==> src/rtl/timer_pkg.sv <==
package timer_pkg;
    typedef enum logic [1:0] {
        ST_STOP  = 2'b00,
        ST_TIMER = 2'b01,
        ST_GATED = 2'b10,
        ST_COUNT = 2'b11
    } tmr_state_e;

    localparam logic [1:0] MODE_TIMER = 2'b00;
    localparam logic [1:0] MODE_GATED = 2'b01;
    localparam logic [1:0] MODE_COUNT = 2'b10;
    localparam logic [1:0] MODE_HOLD  = 2'b11;

    localparam logic [1:0] EDGE_RISE = 2'b00;
    localparam logic [1:0] EDGE_FALL = 2'b01;
endpackage

==> src/rtl/tmr_prescaler.sv <==
module tmr_prescaler #(
    parameter int SEL_W   = 3,
    parameter int MIN_LOG = 3
) (
    input  logic             clk,
    input  logic             rst_n,
    input  logic             enable,
    input  logic [SEL_W-1:0] sel,
    output logic             tick
);
    localparam int PSC_W = MIN_LOG + (1 << SEL_W) - 1;

    logic [PSC_W-1:0] div_q;
    logic [PSC_W:0]   limit;

    assign limit = ({{PSC_W{1'b0}}, 1'b1} << (MIN_LOG + int'(sel))) - 1'b1;
    assign tick  = enable && ({1'b0, div_q} >= limit);

    always_ff @(posedge clk or negedge rst_n) begin
        if (!rst_n)
            div_q <= '0;
        else if (!enable || tick)
            div_q <= '0;
        else
            div_q <= div_q + 1'b1;
    end

    // the smallest ratio is 8, so two ticks never come back to back
    p_tick_spacing_r2: assert property (@(posedge clk) disable iff (!rst_n)
        tick |=> !tick);
    // a stopped prescaler restarts from zero
    p_clear_on_stop_r4: assert property (@(posedge clk) disable iff (!rst_n)
        !enable |=> (div_q == '0));
endmodule

==> src/rtl/tmr_pin_sync.sv <==
module tmr_pin_sync (
    input  logic       clk,
    input  logic       rst_n,
    input  logic       pin,
    input  logic [1:0] edge_sel,
    output logic       level,
    output logic       event_o
);
    import timer_pkg::*;

    logic meta_q, sync_q, prev_q;
    logic rise, fall;

    always_ff @(posedge clk or negedge rst_n) begin
        if (!rst_n) begin
            meta_q <= 1'b0;
            sync_q <= 1'b0;
            prev_q <= 1'b0;
        end else begin
            meta_q <= pin;
            sync_q <= meta_q;
            prev_q <= sync_q;
        end
    end

    assign level = sync_q;
    assign rise  = sync_q & ~prev_q;
    assign fall  = ~sync_q & prev_q;

    always_comb begin
        unique case (edge_sel)
            EDGE_RISE: event_o = rise;
            EDGE_FALL: event_o = fall;
            default:   event_o = rise | fall;
        endcase
    end

    // an event always marks a change of the synchronised level
    p_event_is_edge_r6: assert property (@(posedge clk) disable iff (!rst_n)
        event_o |-> (level != prev_q));
endmodule

==> src/rtl/tmr_core.sv <==
module tmr_core #(
    parameter int CNT_W = 16
) (
    input  logic             clk,
    input  logic             rst_n,
    input  logic             run,
    input  logic [1:0]       mode,
    input  logic             tick,
    input  logic             gate_lvl,
    input  logic             gate_pol,
    input  logic             pin_event,
    input  logic             count_down,
    output logic             active,
    output logic [CNT_W-1:0] count,
    output logic             ovf,
    output logic             unf
);
    import timer_pkg::*;

    tmr_state_e       st_q, st_d;
    logic [CNT_W-1:0] cnt_q;
    logic             ovf_q, unf_q, adv;

    always_comb begin
        st_d = ST_STOP;
        if (run) begin
            unique case (mode)
                MODE_TIMER: st_d = ST_TIMER;
                MODE_GATED: st_d = ST_GATED;
                MODE_COUNT: st_d = ST_COUNT;
                MODE_HOLD:  st_d = ST_STOP;
            endcase
        end
    end

    always_ff @(posedge clk or negedge rst_n) begin
        if (!rst_n) st_q <= ST_STOP;
        else        st_q <= st_d;
    end

    always_comb begin
        unique case (st_q)
            ST_STOP:  adv = 1'b0;
            ST_TIMER: adv = tick;
            ST_GATED: adv = tick && (gate_lvl ^ gate_pol);
            ST_COUNT: adv = pin_event;
        endcase
    end

    always_ff @(posedge clk or negedge rst_n) begin
        if (!rst_n) begin
            cnt_q <= '0;
            ovf_q <= 1'b0;
            unf_q <= 1'b0;
        end else begin
            ovf_q <= 1'b0;
            unf_q <= 1'b0;
            if (adv) begin
                if (count_down) begin
                    cnt_q <= cnt_q - 1'b1;
                    unf_q <= (cnt_q == '0);
                end else begin
                    cnt_q <= cnt_q + 1'b1;
                    ovf_q <= &cnt_q;
                end
            end
        end
    end

    assign active = (st_q != ST_STOP);
    assign count  = cnt_q;
    assign ovf    = ovf_q;
    assign unf    = unf_q;

    // stopped machine keeps the count
    p_hold_stop_r4: assert property (@(posedge clk) disable iff (!rst_n)
        (st_q == ST_STOP) |=> $stable(cnt_q));
    // each change is a single step
    p_unit_step_r7: assert property (@(posedge clk) disable iff (!rst_n)
        !$stable(cnt_q) |-> ((cnt_q == $past(cnt_q) + 1'b1) || (cnt_q == $past(cnt_q) - 1'b1)));
    // overflow only right after an up-wrap
    p_ovf_wrap_r8: assert property (@(posedge clk) disable iff (!rst_n)
        ovf_q |-> ((cnt_q == '0) && ($past(cnt_q) == '1)));
    // underflow only right after a down-wrap
    p_unf_wrap_r9: assert property (@(posedge clk) disable iff (!rst_n)
        unf_q |-> ((cnt_q == '1) && ($past(cnt_q) == '0)));
    // strobes never coincide
    p_no_dual_strobe_r8: assert property (@(posedge clk) disable iff (!rst_n)
        !(ovf_q && unf_q));
endmodule

==> src/rtl/multimode_timer.sv <==
module multimode_timer #(
    parameter int CNT_W   = 16,
    parameter int SEL_W   = 3,
    parameter int MIN_LOG = 3
) (
    input  logic             clk,
    input  logic             rst_n,
    input  logic [SEL_W-1:0] psc_sel,
    input  logic [1:0]       mode_sel,
    input  logic [1:0]       edge_sel,
    input  logic             gate_pol,
    input  logic             count_down,
    input  logic             run,
    input  logic             ext_pin,
    output logic [CNT_W-1:0] count,
    output logic             ovf,
    output logic             unf
);
    logic active, tick, pin_lvl, pin_evt;

    tmr_prescaler #(.SEL_W(SEL_W), .MIN_LOG(MIN_LOG)) i_psc (
        .clk(clk), .rst_n(rst_n), .enable(active), .sel(psc_sel), .tick(tick)
    );

    tmr_pin_sync i_sync (
        .clk(clk), .rst_n(rst_n), .pin(ext_pin), .edge_sel(edge_sel),
        .level(pin_lvl), .event_o(pin_evt)
    );

    tmr_core #(.CNT_W(CNT_W)) i_core (
        .clk(clk), .rst_n(rst_n), .run(run), .mode(mode_sel), .tick(tick),
        .gate_lvl(pin_lvl), .gate_pol(gate_pol), .pin_event(pin_evt),
        .count_down(count_down), .active(active), .count(count),
        .ovf(ovf), .unf(unf)
    );
endmodule

==> config.mk <==
export PLATFORM = sky130hd
export DESIGN_NAME = multimode_timer
export DESIGN_NICKNAME = d
export VERILOG_FILES = /design/src/rtl/timer_pkg.sv /design/src/rtl/tmr_prescaler.sv /design/src/rtl/tmr_pin_sync.sv /design/src/rtl/tmr_core.sv /design/src/rtl/multimode_timer.sv
export SDC_FILE = /design/constraint.sdc
export NUM_CORES = 1
export LEC_CHECK = 0
export CORE_ASPECT_RATIO = 1.4
export CORE_MARGIN = 4
export CORE_UTILIZATION = 45
export DETAILED_ROUTE_END_ITERATION = 16
export GPL_TIMING_DRIVEN = 1
export PLACE_DENSITY = 0.71
export SETUP_SLACK_MARGIN = 0.05
export SYNTH_ARGS = -nofsm -noshare
export SYNTH_HDL_FRONTEND = slang
export SYNTH_SLANG_ARGS = --single-unit
==> constraint.sdc <==
create_clock -name clk -period 2.8 [get_ports clk]
set_input_delay 0.28 -clock clk [delete_from_list [all_inputs] [get_ports clk]]
set_output_delay 0.28 -clock clk [all_outputs]
set_load 0.02 [all_outputs]
Yosys cells after proc, flatten, opt, wreduce, memory -nomap -nowiden
Cells that the tools add are included.
- register bits: 33
- output and inout port bits: 18
- add/subtract/negate cells: 5
- order comparisons: 1
- equal/unequal tests: 7
- shift operators: 1
- multiplexer cells: 10
- bitwise gates (word level): 6
- reduce and logical (&&, ||, !) cells: 10
- operator list (operator ; number):
    left shift 1 x 32 -> 11 bit (first input constant) ; 1
    adder 16 x 1 -> 16 bit (second input constant) ; 1
    logical NOT 16 bit ; 1
    two-way mux 16 bit ; 1
    AND reduction 16 bit ; 1
    subtractor 16 x 1 -> 16 bit (second input constant) ; 1
    greater-or-equal comparator 10 x 11 -> 1 bit ; 1
    subtractor 11 x 1 -> 11 bit (second input constant) ; 1
    adder 10 x 1 -> 10 bit (second input constant) ; 1
    two-way mux 10 bit ; 1
    equality test 2 bit (second input constant) ; 4
    case mux 2 bit (4 select lines) ; 1
    equality test 2 x 1 -> 1 bit (second input constant) ; 3
    logical NOT 2 bit ; 3
    adder 2 x 3 -> 4 bit (first input constant) ; 1
    two-way mux 1 bit ; 4
    case mux 1 bit (4 select lines) ; 1
    bitwise AND 1 bit ; 2
    logical AND 1 bit ; 2
    two-way mux 2 bit ; 1
    NOT 1 bit ; 2
    case mux 1 bit (2 select lines) ; 1
    nonzero test 2 bit ; 1
    logical NOT 1 bit ; 1
    other kinds (3) ; 3

Longest topological paths before layout
- depth after elaboration: 8
- gate-level depth with buffers: 13

Cells and area by module
Synthesis repeated with hierarchy kept, for this count alone.
- cell total of the unflattened synthesis: 261
- area total of the unflattened synthesis: 2418.6 µm²
- modules (own cells, without submodules) (module ; instances ; cells each ; area an instance (µm²) ; seq. area each (µm²)):
    tmr_core ; 1 ; 167 ; 1506.4 ; 500.5
    tmr_prescaler ; 1 ; 85 ; 784.5 ; 250.2
    tmr_pin_sync ; 1 ; 9 ; 127.6 ; 75.1

Worst setup path after synthesis
No wires, ideal clock.
- path type: in2reg
- start point: input psc_sel[1]
- end point: register i_core.cnt_q[10] (netlist: i_core.count[10])
- arrival time: 2.539 ns
- data required time: 2.675 ns
- setup slack: 0.135 ns
- stages on the path: 12
- buffers on the path: 2
- cell sequence: clkbuf_1 > nand2_1 > nand2_1 > nand2_1 > ha_1 > nand2_1 > o21ai_0 > o22ai_1 > nor4_2 > o22ai_4 > buf_8 > mux2_4
- cells in the longest elaborated chain, start to end: 7
- ends and longest elaborated chain (element ; RTL line ; source):
    from (decl) ; multimode_timer.sv:8 ; input logic [SEL_W-1:0] psc_sel,
    adder 2 x 3 -> 4 bit * ; tmr_prescaler.sv:16 ; assign limit = ({{PSC_W{1'b0}}, 1'b1} << (MIN_LOG + int'(sel))) - 1'b1;
    left shift 1 x 32 -> 11 bit * ; tmr_prescaler.sv:16 ;
    subtractor 11 x 1 -> 11 bit * ; tmr_prescaler.sv:16 ;
    greater-or-equal comparator 10 x 11 -> 1 bit * ; tmr_prescaler.sv:17 ; assign tick = enable && ({1'b0, div_q} >= limit);
    logical AND 1 bit * ; tmr_prescaler.sv:17 ;
    logical AND 1 bit ; tmr_core.sv:45 ; ST_GATED: adv = tick && (gate_lvl ^ gate_pol);
    case mux 1 bit (4 select lines) * ; tmr_core.sv:42 ; unique case (st_q)
    to (signal assigned) ; tmr_core.sv:60 ; cnt_q <= cnt_q - 1'b1;
    to (signal assigned) ; tmr_core.sv:63 ; cnt_q <= cnt_q + 1'b1;
    to (decl) ; tmr_core.sv:21 ; logic [CNT_W-1:0] cnt_q;
Mark *: on every way between the ends. The rest lies on a longest branch, timed or not.
A chain may end at the register's enable or synchronous reset.

Final worst setup path
- start point: register i_psc.div_q[1]
- end point: register i_core.cnt_q[14] (netlist: i_core.count[14])
- cells in the longest elaborated chain, start to end: 4
- ends and longest elaborated chain (element ; RTL line ; source):
    from (decl) ; tmr_prescaler.sv:13 ; logic [PSC_W-1:0] div_q;
    from (signal assigned) ; tmr_prescaler.sv:25 ; div_q <= div_q + 1'b1;
    greater-or-equal comparator 10 x 11 -> 1 bit * ; tmr_prescaler.sv:17 ;
    logical AND 1 bit * ; tmr_prescaler.sv:17 ;
    logical AND 1 bit ; tmr_core.sv:45 ;
    case mux 1 bit (4 select lines) * ; tmr_core.sv:42 ;
Marks and branches as above.

==> metrics.md <==
| Metric | Value |
|---|---|
| Most frequently used flop master after synthesis | `dfrtp_1` |
| Final HPWL DP | `4.59 mm` |
| Number of buffers on the longest clock path | `2` |
| Critical path type | `reg2reg` |
| Outcome | `completed` |
| Number of antenna violations at the first check in global routing | `0` |
| Via count of the first global-routing pass | `2257` |
| Mean area per synthesized cell | `9.43 µm²` |
| Switching Power | `1.29 mW` |
| Layout cell share with drive strength beyond 1 | `19.4%` |
| Post-route fraction of the period consumed by the critical path | `93.7%` |
| Number of detailed-routing iterations run before antenna repair | `4` |
| Upper clock frequency limit | `381 MHz` |
| Hold Crit Depth | `0` |
| IO buf count | `30` |
| Worst reg2reg path endpoint | `i_core.count[14]$_DFFE_PN0P_` |
| Clock insertion delay at the later pin of the skew report | `0.28 ns` |
| Worst slew pin tran | `0.792 ns` |
| Maxcap violations | `0` |
| Number of slew-limit violations in the final report | `0` |
| # hold bufs at CTS | `0` |
| Worst Min Path Start | `i_sync.meta_q$_DFF_PN0_` |
| DRT met1 WL | `2.30 mm` |
| Length of routed met3 wiring | `121 µm` |
| Total global routing track utilization | `17.3%` |
| Class of the tightest hold or removal check | `reg2reg` |
| Normalized max-slew margin | `47.2%` |
| Total die area | `6970 µm²` |
| Sequential area share after synthesis | `32.3%` |
| Total number of placement rows | `32` |
| Post-synth EDFFs | `0` |
| Worst Clk Skew | `0.00629 ns` |
| DRC | `0` |
| Slowest stage delay, CP | `0.46 ns` |
| Worst hold margin | `0.350 ns` |
| Area post-placement | `3150 µm²` |
| Synthesis warning total | `0` |
| Routed Wire Length | `5.82 mm` |
| Placed cells | `393` |
| Initial standard-cell utilization of the core | `46.3%` |
| Unrepaired setup endpoints after global routing | `no` |
| Detail-routed via count per cell | `5.57` |
| First-pass GRT wire length | `9.75 mm` |
| Clock tree from TritonCTS | `done` |
| GPL Wtd Cong | `0.870` |
| Internal power of the cells | `1.84 mW` |
| Buffers and inverters on the worst path | `1` |
| Combinational cell fraction of total power | `62.1%` |
| H-tree lvl count | `2` |
| # setup viols final | `0` |
| Chip width | `71.7 µm` |
| Pwr per Cell Area | `946 nW/µm²` |
| Util after Layout | `59.9%` |
| Worst Path Arrival | `2.79 ns` |
| Asr flop ratio synth | `100%` |
| Switching power as a share of total power | `41.3%` |
| Leak Pwr | `1.55 nW` |
| Number of non-filler instances in the completed layout | `403` |
| Cell depth of the worst flop-to-flop path | `8` |
| Share of the synthesized area in the top cell type | `32.3%` |
| Post-route design area | `3310 µm²` |
| Capturing element type of the critical path | `register` |
| Sequential share of power | `25.3%` |
| Most frequent cells in the layout | `dfrtp_1, buf_4, ha_1, clkdlybuf4s50_1, nor2_1` |
| Area grow syn2layout | `29.4%` |
| Cell count after synthesis | `271` |
| Floorplan die height | `97.2 µm` |
| Post-route antenna net violation count | `0` |
| Crit path from | `i_psc.div_q[1]$_DFF_PN0_` |
| Core ar. | `5530 µm²` |
| Antenna Diode Count | `0` |
| Synth unique cells | `54` |
| Setup slack on the worst flop-to-flop path | `0.18 ns` |
| Uppermost layer routed | `met4` |
| Aggregate global routing overflow | `0` |
| Data required time at the worst endpoint | `2.97 ns` |
| IR drop worst, VDD | `0.722 mV` |
| Post-synthesis sequential element count | `33` |
| Min Clock Period, post-route | `2.62 ns` |
| Clock Sink Count | `33` |
| Clock slew at reported path FFs | `0.07 ns` |
| Clock power share | `12.5%` |
| Max stage delay cell, worst path | `a2111o_1` |
| Cell family with the largest share of critical-path delay | `compound AO/OA/AOI/OAI gates` |
| Worst Setup Slack post-DPL | `-0.353 ns` |
| Hold violation count in the final report | `0` |
| Post-Syn Area | `2560 µm²` |
| Clock buffers created by TritonCTS | `5` |
| Setup crit start kind | `register` |
| Final routed wire length divided by cell count | `14.5 µm` |
| Ordered list of cells on the worst path | `ha_4 -> a21o_1 -> a2111o_1 -> a2111oi_4 -> nor3b_2 -> o22ai_4 -> clkbuf_16 -> mux2_4` |
| Main area contributors after synthesis | `dfrtp_1, ha_1, mux2_2, a21oi_1, xnor2_1` |
| Largest area contributor in the synthesized netlist | `dfrtp_1` |
| Number of ports placed on the die boundary | `31` |
| Startpoint of the worst-slack reg-to-reg timing path | `i_psc.div_q[1]$_DFF_PN0_` |
| Overall via count from detail_route | `2245` |
| Worst Hold Path EP | `i_sync.level$_DFF_PN0_` |
| Final critical-path setup slack | `0.176 ns` |
| Clock root buffer | `clkbuf_8` |
| Sum of met2 wire segment lengths after detailed routing | `3.24 mm` |
| Final layout net count | `376` |
| Violation count after the first detailed-route iteration | `63` |
| Most common cell after layout, fill and taps aside | `dfrtp_1` |
| Worst-path maximum fanout | `8` |
| Largest net degree at the start of global routing | `34` |
[through the flow]
step	power, mW	TNS (ns)
2_1_floorplan	1.97	0
3_3_place_gp	2.68	-4.96
3_5_place_dp	2.72	-6.74
4_1_cts	3.13	0
5_1_grt	3.38	0
6_report	3.13	0
[power groups by stage]
stage | Clock [mW] | Combinational [mW] | Sequential, mW
3_5_place_dp | 0 | 1.92 | 0.797
5_1_grt | 0.421 | 2.14 | 0.819
4_1_cts | 0.406 | 1.93 | 0.789
2_1_floorplan | 0 | 1.07 | 0.898
3_3_place_gp | 0 | 1.89 | 0.792
6_report | 0.393 | 1.94 | 0.793
[logic make-up after synthesis]
family	share of synthesized area, %
muxes	8.13
and+or+nand+nor	16.8
xor gates and xnor gates	6.51
adders and majority gates	14.5
AOI/OAI and AO/OA	17.7
buffers and inverters	3.87
DFF	32.3
other	0.147
[flip-flops by register name, indices dropped and copies added (netlist names)]
signal         count
i_core.count      16
i_core.st_q        2
i_sync.level       1
i_psc.div_q       10
i_core.ovf         1
i_sync.prev_q      1
i_sync.meta_q      1
i_core.unf         1
[how the worst max path moves through the flow]
| stage | depth (start not counted) | end |
|---|---|---|
| after floorplan | 12 | i_core.count[10]$_DFFE_PN0P_ |
| after detailed placement | 10 | i_core.count[10]$_DFFE_PN0P_ |
| after global placement | 12 | i_core.count[14]$_DFFE_PN0P_ |
| after CTS | 10 | i_core.count[5]$_DFFE_PN0P_ |
| final | 8 | i_core.count[14]$_DFFE_PN0P_ |
| after global routing | 8 | i_core.count[14]$_DFFE_PN0P_ |
[timing repair]
| item | CTS | global route |
|---|---|---|
| pin swaps | 0 | 5 |
| endpoints found under the setup margin | 15 | 16 |
| setup buffers | 0 | 2 |
| resized for setup | 2 | 7 |
| gates cloned | 0 | 1 |
[synth_stat cells, drive strengths merged (2+ instances only)]
library cell / n
a31oi: 2
o21ai: 11
nand3: 11
a21o: 5
and2: 3
nor2b: 2
clkbuf: 6
buf: 2
nand4: 7
nand2: 16
o211ai: 3
a21oi: 19
mux2i: 2
nor4: 5
nor2: 22
dfrtp: 33
o21a: 2
xnor2: 10
inv: 15
and3: 5
xor2: 9
a211oi: 2
ha: 28
o22ai: 4
nor3: 7
or4: 2
mux2: 15
[area by class of cell]
| type | instances | area, µm² |
|---|---|---|
| Tap cell | 68 | 85.1 |
| Sequential cell | 33 | 826 |
| Fill cell | 496 | 2220 |
| Inverter | 15 | 56.3 |
| Timing Repair Buffer | 63 | 582 |
| Clock inverter | 1 | 5.00 |
| Multi-Input combinational cell | 216 | 1660 |
| Clock buffer | 7 | 96.3 |
[layer usage]
metal / GRT usage, % / vias up
li1: - / 1125
met1: 18.9 / 1072
met2: 31.6 / 35
met3: 2.59 / 13
met4: 8.39 / 0
met5: 0 / -
No activity file was read; power rests on OpenSTA's default activity.
